$ cat src/rtl/i2c_irq_pkg.sv
package i2c_irq_pkg;
    localparam int NUM_SRC = 12;
    localparam int ABRT_W  = 13;

    localparam int SRC_RX_UNDER  = 0;
    localparam int SRC_RX_OVER   = 1;
    localparam int SRC_RX_FULL   = 2;
    localparam int SRC_TX_OVER   = 3;
    localparam int SRC_TX_EMPTY  = 4;
    localparam int SRC_RD_REQ    = 5;
    localparam int SRC_TX_ABRT   = 6;
    localparam int SRC_RX_DONE   = 7;
    localparam int SRC_ACTIVITY  = 8;
    localparam int SRC_STOP_DET  = 9;
    localparam int SRC_START_DET = 10;
    localparam int SRC_GEN_CALL  = 11;

    localparam logic [NUM_SRC-1:0] LEVEL_SRCS =
        (NUM_SRC'(1) << SRC_RX_FULL) | (NUM_SRC'(1) << SRC_TX_EMPTY);
    localparam logic [NUM_SRC-1:0] STICKY_SRCS = ~LEVEL_SRCS;
    localparam logic [NUM_SRC-1:0] MASK_RESET =
        LEVEL_SRCS | (NUM_SRC'(1) << SRC_TX_ABRT) | (NUM_SRC'(1) << SRC_STOP_DET);

    localparam int REG_RAW      = 0;
    localparam int REG_MASK     = 1;
    localparam int REG_MSTAT    = 2;
    localparam int REG_CAUSE    = 3;
    localparam int REG_CLRALL   = 4;
    localparam int REG_CLR_BASE = 8;

    typedef struct packed {
        logic [NUM_SRC-1:0] raw;
        logic [ABRT_W-1:0]  cause;
    } irq_state_t;
endpackage

$ cat src/rtl/i2c_irq_decode.sv
module i2c_irq_decode
    import i2c_irq_pkg::*;
#(
    parameter int ADDR_W = 5
) (
    input  logic              rd_en_i,
    input  logic [ADDR_W-1:0] addr_i,
    output logic [NUM_SRC-1:0] clr_o
);
    logic hit_all;
    assign hit_all = rd_en_i && (addr_i == ADDR_W'(REG_CLRALL));

    for (genvar g = 0; g < NUM_SRC; g++) begin : g_clr
        assign clr_o[g] = hit_all ||
                          (rd_en_i && (addr_i == ADDR_W'(REG_CLR_BASE + g)));
    end
endmodule

$ cat src/rtl/i2c_irq_state.sv
module i2c_irq_state
    import i2c_irq_pkg::*;
(
    input  logic               clk,
    input  logic               rst_n,
    input  logic [NUM_SRC-1:0] ev_i,
    input  logic [NUM_SRC-1:0] clr_i,
    input  logic [ABRT_W-1:0]  abrt_src_i,
    output logic [NUM_SRC-1:0] raw_o,
    output logic [ABRT_W-1:0]  cause_o
);
    irq_state_t st_d, st_q;

    always_comb begin
        st_d     = st_q;
        st_d.raw = ((st_q.raw & ~clr_i) | ev_i) & STICKY_SRCS;
        if (clr_i[SRC_TX_ABRT]) begin
            st_d.cause = '0;
        end
        st_d.cause = st_d.cause | abrt_src_i;
    end

    always_ff @(posedge clk) begin
        if (!rst_n) begin
            st_q <= '0;
        end else begin
            st_q <= st_d;
        end
    end

    assign raw_o   = st_q.raw;
    assign cause_o = st_q.cause;

    AST_NO_SPONTANEOUS_SET: assert property (@(posedge clk) disable iff (!rst_n)
        1'b1 |=> ((raw_o & ~$past(raw_o) & ~$past(ev_i)) == '0));
    AST_EVENT_STICKS: assert property (@(posedge clk) disable iff (!rst_n)
        (|(ev_i & STICKY_SRCS)) |=> ((raw_o & $past(ev_i & STICKY_SRCS)) == $past(ev_i & STICKY_SRCS)));
    AST_CLEAR_TARGETED: assert property (@(posedge clk) disable iff (!rst_n)
        1'b1 |=> (($past(raw_o) & ~$past(clr_i) & ~raw_o) == '0));
    AST_CLEAR_ALL_EMPTIES: assert property (@(posedge clk) disable iff (!rst_n)
        ((&clr_i) && (ev_i == '0)) |=> (raw_o == '0));
    AST_CAUSE_HELD: assert property (@(posedge clk) disable iff (!rst_n)
        1'b1 |=> ($past(clr_i[SRC_TX_ABRT]) || (($past(cause_o) & ~cause_o) == '0)));
    AST_CAUSE_WIPED: assert property (@(posedge clk) disable iff (!rst_n)
        (clr_i[SRC_TX_ABRT] && (abrt_src_i == '0)) |=> (cause_o == '0));
endmodule

$ cat src/rtl/i2c_irq_regif.sv
module i2c_irq_regif
    import i2c_irq_pkg::*;
#(
    parameter int ADDR_W = 5,
    parameter int DATA_W = 16
) (
    input  logic               clk,
    input  logic               rst_n,
    input  logic               wr_en_i,
    input  logic               rd_en_i,
    input  logic [ADDR_W-1:0]  addr_i,
    input  logic [NUM_SRC-1:0] wdata_i,
    input  logic [NUM_SRC-1:0] raw_view_i,
    input  logic [ABRT_W-1:0]  cause_i,
    output logic [NUM_SRC-1:0] mask_o,
    output logic [DATA_W-1:0]  rdata_o
);
    typedef struct packed {
        logic [NUM_SRC-1:0] mask;
        logic [DATA_W-1:0]  rdata;
    } regif_t;

    regif_t rg_d, rg_q;
    logic [DATA_W-1:0] rd_val;

    always_comb begin
        rd_val = '0;
        if (addr_i == ADDR_W'(REG_RAW))   rd_val = DATA_W'(raw_view_i);
        if (addr_i == ADDR_W'(REG_MASK))  rd_val = DATA_W'(rg_q.mask);
        if (addr_i == ADDR_W'(REG_MSTAT)) rd_val = DATA_W'(raw_view_i & rg_q.mask);
        if (addr_i == ADDR_W'(REG_CAUSE)) rd_val = DATA_W'(cause_i);
        for (int i = 0; i < NUM_SRC; i++) begin
            if (addr_i == ADDR_W'(REG_CLR_BASE + i)) rd_val = DATA_W'(raw_view_i[i]);
        end
    end

    always_comb begin
        rg_d       = rg_q;
        rg_d.rdata = rd_en_i ? rd_val : '0;
        if (wr_en_i && (addr_i == ADDR_W'(REG_MASK))) begin
            rg_d.mask = wdata_i;
        end
    end

    always_ff @(posedge clk) begin
        if (!rst_n) begin
            rg_q.mask  <= MASK_RESET;
            rg_q.rdata <= '0;
        end else begin
            rg_q <= rg_d;
        end
    end

    assign mask_o  = rg_q.mask;
    assign rdata_o = rg_q.rdata;

    AST_MSTAT_READ: assert property (@(posedge clk) disable iff (!rst_n)
        (rd_en_i && (addr_i == ADDR_W'(REG_MSTAT))) |=>
        (rdata_o == DATA_W'($past(raw_view_i & mask_o))));
    AST_MASK_WRITE_ONLY: assert property (@(posedge clk) disable iff (!rst_n)
        !(wr_en_i && (addr_i == ADDR_W'(REG_MASK))) |=> $stable(mask_o));
endmodule

$ cat src/rtl/i2c_irq_bank.sv
module i2c_irq_bank
    import i2c_irq_pkg::*;
#(
    parameter int ADDR_W = 5,
    parameter int DATA_W = 16
) (
    input  logic               clk,
    input  logic               rst_n,
    input  logic [NUM_SRC-1:0] ev_i,
    input  logic [ABRT_W-1:0]  abrt_src_i,
    input  logic               rx_full_lvl_i,
    input  logic               tx_empty_lvl_i,
    input  logic               wr_en_i,
    input  logic               rd_en_i,
    input  logic [ADDR_W-1:0]  addr_i,
    input  logic [NUM_SRC-1:0] wdata_i,
    output logic [DATA_W-1:0]  rdata_o,
    output logic               irq_o
);
    logic [NUM_SRC-1:0] clr;
    logic [NUM_SRC-1:0] sticky_raw;
    logic [NUM_SRC-1:0] raw_view;
    logic [NUM_SRC-1:0] mask;
    logic [NUM_SRC-1:0] levels;
    logic [ABRT_W-1:0]  cause;

    i2c_irq_decode #(.ADDR_W(ADDR_W)) u_decode (
        .rd_en_i (rd_en_i),
        .addr_i  (addr_i),
        .clr_o   (clr)
    );

    i2c_irq_state u_state (
        .clk        (clk),
        .rst_n      (rst_n),
        .ev_i       (ev_i),
        .clr_i      (clr),
        .abrt_src_i (abrt_src_i),
        .raw_o      (sticky_raw),
        .cause_o    (cause)
    );

    always_comb begin
        levels               = '0;
        levels[SRC_RX_FULL]  = rx_full_lvl_i;
        levels[SRC_TX_EMPTY] = tx_empty_lvl_i;
        raw_view             = (sticky_raw & STICKY_SRCS) | levels;
    end

    i2c_irq_regif #(.ADDR_W(ADDR_W), .DATA_W(DATA_W)) u_regif (
        .clk        (clk),
        .rst_n      (rst_n),
        .wr_en_i    (wr_en_i),
        .rd_en_i    (rd_en_i),
        .addr_i     (addr_i),
        .wdata_i    (wdata_i),
        .raw_view_i (raw_view),
        .cause_i    (cause),
        .mask_o     (mask),
        .rdata_o    (rdata_o)
    );

    assign irq_o = |(raw_view & mask);

    AST_LEVEL_TRACKS: assert property (@(posedge clk) disable iff (!rst_n)
        (rd_en_i && (addr_i == ADDR_W'(REG_RAW))) |=>
        (rdata_o[SRC_RX_FULL] == $past(rx_full_lvl_i)));
endmodule

$ cat config.mk
export PLATFORM = sky130hd
export DESIGN_NAME = i2c_irq_bank
export DESIGN_NICKNAME = d
export VERILOG_FILES = /design/src/rtl/i2c_irq_pkg.sv /design/src/rtl/i2c_irq_decode.sv /design/src/rtl/i2c_irq_state.sv /design/src/rtl/i2c_irq_regif.sv /design/src/rtl/i2c_irq_bank.sv
export SDC_FILE = /design/constraint.sdc
export NUM_CORES = 1
export LEC_CHECK = 0
export BUFFER_PORTS_ARGS = -buffer_cell sky130_fd_sc_hd__buf_2
export CORE_UTILIZATION = 25
export CTS_CLUSTER_SIZE = 25
export DETAILED_ROUTE_END_ITERATION = 10
export SYNTH_ARGS = -nofsm -noshare
export SYNTH_HDL_FRONTEND = slang
export SYNTH_SLANG_ARGS = --single-unit
export TNS_END_PERCENT = 100
$ cat constraint.sdc
create_clock -name clk -period 1.5 [get_ports clk]
set_input_delay 0.075 -clock clk [delete_from_list [all_inputs] [get_ports clk]]
set_output_delay 0.075 -clock clk [all_outputs]
set_load 0.005 [all_outputs]
# Word level (Yosys, flattened, before mapping)
# Index checks and enable logic that the tools add are counted.
dict set report classes {
  add_sub_neg 0
  n_mul 0
  n_div 0
  order_cmp 0
  n_eq_ne 16
  shift 0
  muxes 17
  bitwise_logic 9
  reduce_logical 31
}
# operator count
set op_table {}
lappend op_table {{== test 5 x 4 -> 1 bit, second input constant} 8}
lappend op_table {{bitwise AND 12 bit} 3}
lappend op_table {{two-way mux 12 bit} 3}
lappend op_table {{two-way mux 13 bit} 2}
lappend op_table {{== test 5 bit, second input constant} 4}
lappend op_table {{OR reduction 15 bit} 1}
lappend op_table {{logical AND 1 bit} 14}
lappend op_table {{OR reduction 14 bit} 1}
lappend op_table {{bitwise OR 13 bit} 1}
lappend op_table {{logical OR 1 bit} 12}
lappend op_table {{two-way mux 1 bit} 12}
lappend op_table {{NOT 12 bit} 1}
lappend op_table {{bitwise OR 12 bit} 1}
lappend op_table {{bitwise OR 12 x 5 -> 12 bit} 1}
lappend op_table {{OR reduction 12 bit} 1}
lappend op_table {{== test 5 x 2 -> 1 bit, second input constant} 2}
lappend op_table {{== test 5 x 1 -> 1 bit, second input constant} 1}
lappend op_table {{== test 5 x 3 -> 1 bit, second input constant} 1}
lappend op_table {{logical NOT 5 bit} 1}
lappend op_table {{NOT 1 bit} 2}
lappend op_table {{AND reduction 2 bit} 1}
dict set report word_totals {
  regBits 53
  latch_bits 0
  mem_bits_rw 0
  romBits 0
  out_inout_bits 17
  wordCells 80
  memories 0
}

# Logic depth before layout (Yosys ltp)
dict set report logic_depth {
  word_depth 17
  ltp_mapped 7
  mapped_depth_nobuf 5
}

# Hierarchy
# A second synthesis with hierarchy kept.
dict set report hier_totals {
  hier_cells 253
  hier_area_um2 2402.3
}
# module n_inst cells_each area_per_inst_um2 seq_area_each_um2
set modules_own_cells {}
lappend modules_own_cells {i2c_irq_regif 1 132 1196.1 500.5}
lappend modules_own_cells {i2c_irq_state 1 75 820.8 460.4}
lappend modules_own_cells {i2c_irq_decode 1 39 309.0 0.0}
lappend modules_own_cells {i2c_irq_bank 1 7 76.3 0.0}

# Least setup slack after synthesis
# Ideal clock, no wire load.
dict set report synth_path {
  kind {register to register}
  startpoint {register, netlist name u_regif.mask_o[0]}
  endpoint {register u_regif.rg_q, in the netlist u_regif.rdata_o[0]}
  setup_ns 0.130
  arrival_time_ns 1.092
  t_required_ns 1.370
  slack_ns 0.278
  stages_incl_launch_ff 6
  synth_period_minus_slack_ns 1.222
  cell_sequence {dfxtp_1 nand2b_1 a221o_1 o2111ai_1 and4bb_1 o32ai_2}
}
dict set report synth_via {
  elab_chain_len 15
}
# element line
set synth_lines {}
lappend synth_lines {{two-way mux 12 bit or bitwise AND 12 bit (tied branches)} {i2c_irq_regif.sv:29, i2c_irq_regif.sv:30}}
lappend synth_lines {{two-way mux 12 bit *} i2c_irq_regif.sv:30} ;# if (addr_i == ADDR_W'(REG_MSTAT)) rd_val = DATA_W'(raw_view_i & rg_q.mask);
lappend synth_lines {{two-way mux 13 bit *} i2c_irq_regif.sv:31} ;# if (addr_i == ADDR_W'(REG_CAUSE)) rd_val = DATA_W'(cause_i);
lappend synth_lines {{two-way mux 1 bit * (12 in a row)} i2c_irq_regif.sv:33} ;# if (addr_i == ADDR_W'(REG_CLR_BASE + i)) rd_val = DATA_W'(raw_view_i[i]);
lappend synth_lines {{end signal, assigned} i2c_irq_regif.sv:50} ;# rg_q <= rg_d;
lappend synth_lines {{end, declared} i2c_irq_regif.sv:23} ;# regif_t rg_d, rg_q;
# Every way passes the cells marked *; elsewhere a longest branch is shown, timed or not.
# A chain may end at the register's enable or synchronous reset.

# Final worst setup path
dict set report layout_path {
  startpoint {register u_state.st_q, in the netlist u_state.raw_o[6]}
  endpoint {output port irq_o}
}
dict set report layout_via {
  elab_chain_len 3
}
# element line
set layout_lines {}
lappend layout_lines {{start, declared} i2c_irq_state.sv:12} ;# irq_state_t st_d, st_q;
lappend layout_lines {{start signal, assigned} i2c_irq_state.sv:27} ;# st_q <= st_d;
lappend layout_lines {{bitwise OR 12 x 5 -> 12 bit} i2c_irq_bank.sv:47} ;# raw_view = (sticky_raw & STICKY_SRCS) | levels;
lappend layout_lines {{bitwise AND 12 bit} i2c_irq_bank.sv:63} ;# assign irq_o = |(raw_view & mask);
lappend layout_lines {{OR reduction 12 bit} i2c_irq_bank.sv:63}
lappend layout_lines {{end, declared} i2c_irq_bank.sv:18} ;# output logic irq_o
# Every way passes these cells.

==> results by group <==
Worst hold path
  – Path category of the worst min-delay check: in2reg
  – Hold Crit Depth: 3

Job
  – Max-cap violations: 0

Timing
  – Worst hold margin: 5.56 ps
  – Count of final setup violators: 0
  – Transition time of the tightest slew-check pin: 667 ps
  – Max-slew violations: 0
  – Remaining max-slew budget at the tightest pin: 0.554
  – F_max: 686 MHz
  – Final Hold Fails: 0
  – Setup repair after global routing missed its margin: no
  – Final period utilization: 0.972
  – Post-route minimum period: 1460 ps
  – Worst clock skew: 1.73 ps

Place
  – Half-perimeter wire length after detailed placement: 4770 um
  – Routability-driven placement congestion ratio: 0.871
  – Post-DP Area: 2590 um^2
  – Count of buffers from port buffering: 59

Synthesis
  – Leading cell types by total area after synthesis: dfxtp_1 43%, nor2b_1 7.4%, nand2_1 6.3%
  – Post-synth top area cell: dfxtp_1
  – Post-synth ARST share: 0
  – Post-synth EDFFs: 0
  – Netlist Area Pre-Place: 2210 um^2
  – Largest family of logic cells by synthesized area: simple AND/OR/NAND/NOR gates
  – Post-synthesis sequential element count: 48
  – Number of library cell types mapped by synthesis: 42
  – Synthesized instance count: 250
  – Flip-flop cell with the highest count after synthesis: dfxtp_1
  – Avg Inst Size Synth: 8.84 um^2
  – Post-synthesis compound-gate area fraction: 0.182
  – Fraction of synthesized cell area in xor and xnor cells: 0.00396
  – Fraction of synthesized area in multiplexers: 0.00905
  – Share of synthesized cell area in and, or, nand and nor gates: 0.307
  – Arithmetic-cell share of the synthesized area counting full adders, half adders and majority gates: 0
  – Warnings, synthesis: 0
  – Sequential cell area fraction in the yosys report: 0.435
  – Area share of the largest cell type after synthesis: 0.435

Power
  – Leakage power of the design: 1.13 nW
  – Power consumption: 2.50 mW
  – Power Density: 907 nW/um^2
  – Max rail drop VDD: 338 uV

CTS
  – Buffer depth of the longest clock path: 2
  – Clock buffer count from CTS: 5
  – Buffer cell driving the clock tree root: clkbuf_8
  – Clock tree from TritonCTS: done
  – Number of clock sinks: 48
  – Later-pin clock latency in the skew report: 300 ps
  – CTS clk-pin slew, worst paths: 80 ps
  – Number of H-tree branching levels: 2
  – Postcts setup bufs: 0

Route
  – Via density: 4.82
  – 1st-pass router iterations: 4
  – Detailed-route wire length: 6230 um
  – First-iteration detailed-routing DRC count: 165
  – Remaining routing DRC violations: 0
  – Total number of vias: 2014
  – Wire per inst: 14.9 um
  – Post-DRT Antenna Nets: 0

Worst setup path
  – Arrival time reported for the critical path endpoint: 1380 ps
  – Number of cells traversed by the worst register-to-register path: 5
  – Max FO, Critical Path: 4
  – Cell chain of the critical path: a22o_1 -> a221oi_1 -> nand3_1 -> buf_2
  – Crit path max-delay cell type: dfxtp_1
  – CP peak stage delay: 360 ps
  – Element type at the critical path start: flop
  – Worst Setup Path Type: reg2out
  – CP Capture Type: output port
  – Gate family responsible for the most delay along the worst path: compound AO/OA/AOI/OAI gates
  – Crit path required time: 1420 ps
  – Cell count along the critical path: 4
  – Number of buffers and inverters on the critical path: 1

GRT
  – Total global routing track utilization: 0.143
  – Global routing usage on met3: 0.0387
  – Remaining Overflow, GRT: 0
  – Largest net degree at the start of global routing: 21
  – Global-route met1 utilization: 0.184
  – Vias in the first global route: 1916
  – Met2 Track Usage GR: 0.220
  – First-pass GRT wire length: 9830 um
  – Antenna violations before repair: 0
  – Top Usage Layer GRT: met2

Layout
  – Share of cells above drive strength 1: 0.313
  – Final standard cell area without fillers: 2760 um^2
  – Most frequent cells in the layout: 59 x buf_2, 46 x dfxtp_1, 37 x nand2_1
  – Area added between synthesis and finish: 24.8%
  – Post-layout net count: 361
  – Leading cell type in the layout, fill and taps excluded: buf_2
  – Ant diodes: 0

Floorplan
  – Effective utilization at floorplan: 0.264
  – Area of the core region: 8380 um^2
  – Number of ports placed on the die boundary: 65
  – Die Footprint: 9220 um^2
  – Vertical extent of the die: 96.0 um
  – Row cnt: 33
  – Width of the die: 96.0 um

Outcome
  – Status: complete, no violations
[metrics by stage]
| step | setup WS (ps) | utilization | std cells | setup TNS [ps] |
|---|---|---|---|---|
| finish | 42.7 | 0.329 | 418 | 0 |
| global route | 0.515 | 0.329 | 418 | 0 |
| detailed placement | -9.85 | 0.309 | 405 | -9.85 |
| global placement | 43.3 | 0.309 | 405 | 0 |
| CTS | 20.8 | 0.327 | 417 | 0 |
| floorplan | 278 | - | 252 | 0 |
[timing repair]
item / 4_1_cts / 5_1_grt
pin swaps: 1 / 0
hold buffers: 5 / 1
endpoints found under the hold margin: 5 / 1
resized for setup: 2 / 2
endpoints found under the setup margin: 1 / 1
[flip-flops by register name (all words and copies together), names as in the netlist]
| signal | count |
|---|---|
| u_state.cause_o | 13 |
| u_regif.rdata_o | 13 |
| u_state.raw_o | 10 |
| u_regif.mask_o | 12 |
[cells by family after synthesis]
logic type | count (synthesis)
xor+xnor | 1
other cells | 1
mux | 2
compound gates | 59
buf+inv | 22
flops | 48
simple gates | 117
[metal layers]
layer,vias up,part of all wire
li1,1002,-
met1,941,0.45
met2,60,0.47
met3,11,0.061
met4,0,0.020
met5,-,0
[tightest hold or removal path, delay by kind of cell]
kind                   cells  cell delay [ps]
AOI/OAI and AO/OA          1               30
buffers and inverters      1               80
and+or+nand+nor            1               90
[worst paths after layout]
path,from,to,slack (ps)
hold reg to reg,u_state.cause_o[12]$_SDFF_PN0_,u_regif.rdata_o[12]$_SDFF_PP0_,430
hold / removal,abrt_src_i[2],u_state.cause_o[2]$_SDFF_PN0_,6
setup reg to reg,u_regif.mask_o[0]$_SDFFE_PN0P_,u_regif.rdata_o[0]$_SDFF_PN0_,100
setup / recovery,u_state.raw_o[6]$_SDFF_PN0_,irq_o,40
[cell type report]
class	instances	area, um^2
Fill cell	895	5620
Multi-Input combinational cell	182	1130
Sequential cell	48	963
Timing Repair Buffer	75	430
Tap cell	105	131
Clock buffer	7	96.3
Inverter	1	3.75
[Yosys cell counts, drive strengths merged, types with 3 or more instances]
library cell	instances
a21boi	8
a21oi	15
a221oi	3
a22o	3
a31oi	9
buf	16
clkbuf	5
dfxtp	48
nand2	37
nand3	6
nand4	4
nand4b	3
nor2	18
nor2b	28
nor3	12
o2111ai	4
o22ai	11
[power by group]
group | internal [mW] | total, mW | switching, mW
Clock | 0.411 | 0.811 | 0.400
Sequential | 1.33 | 1.37 | 0.0471
Combinational | 0.157 | 0.318 | 0.161
Note: power is estimated with default switching activity, not from simulation.
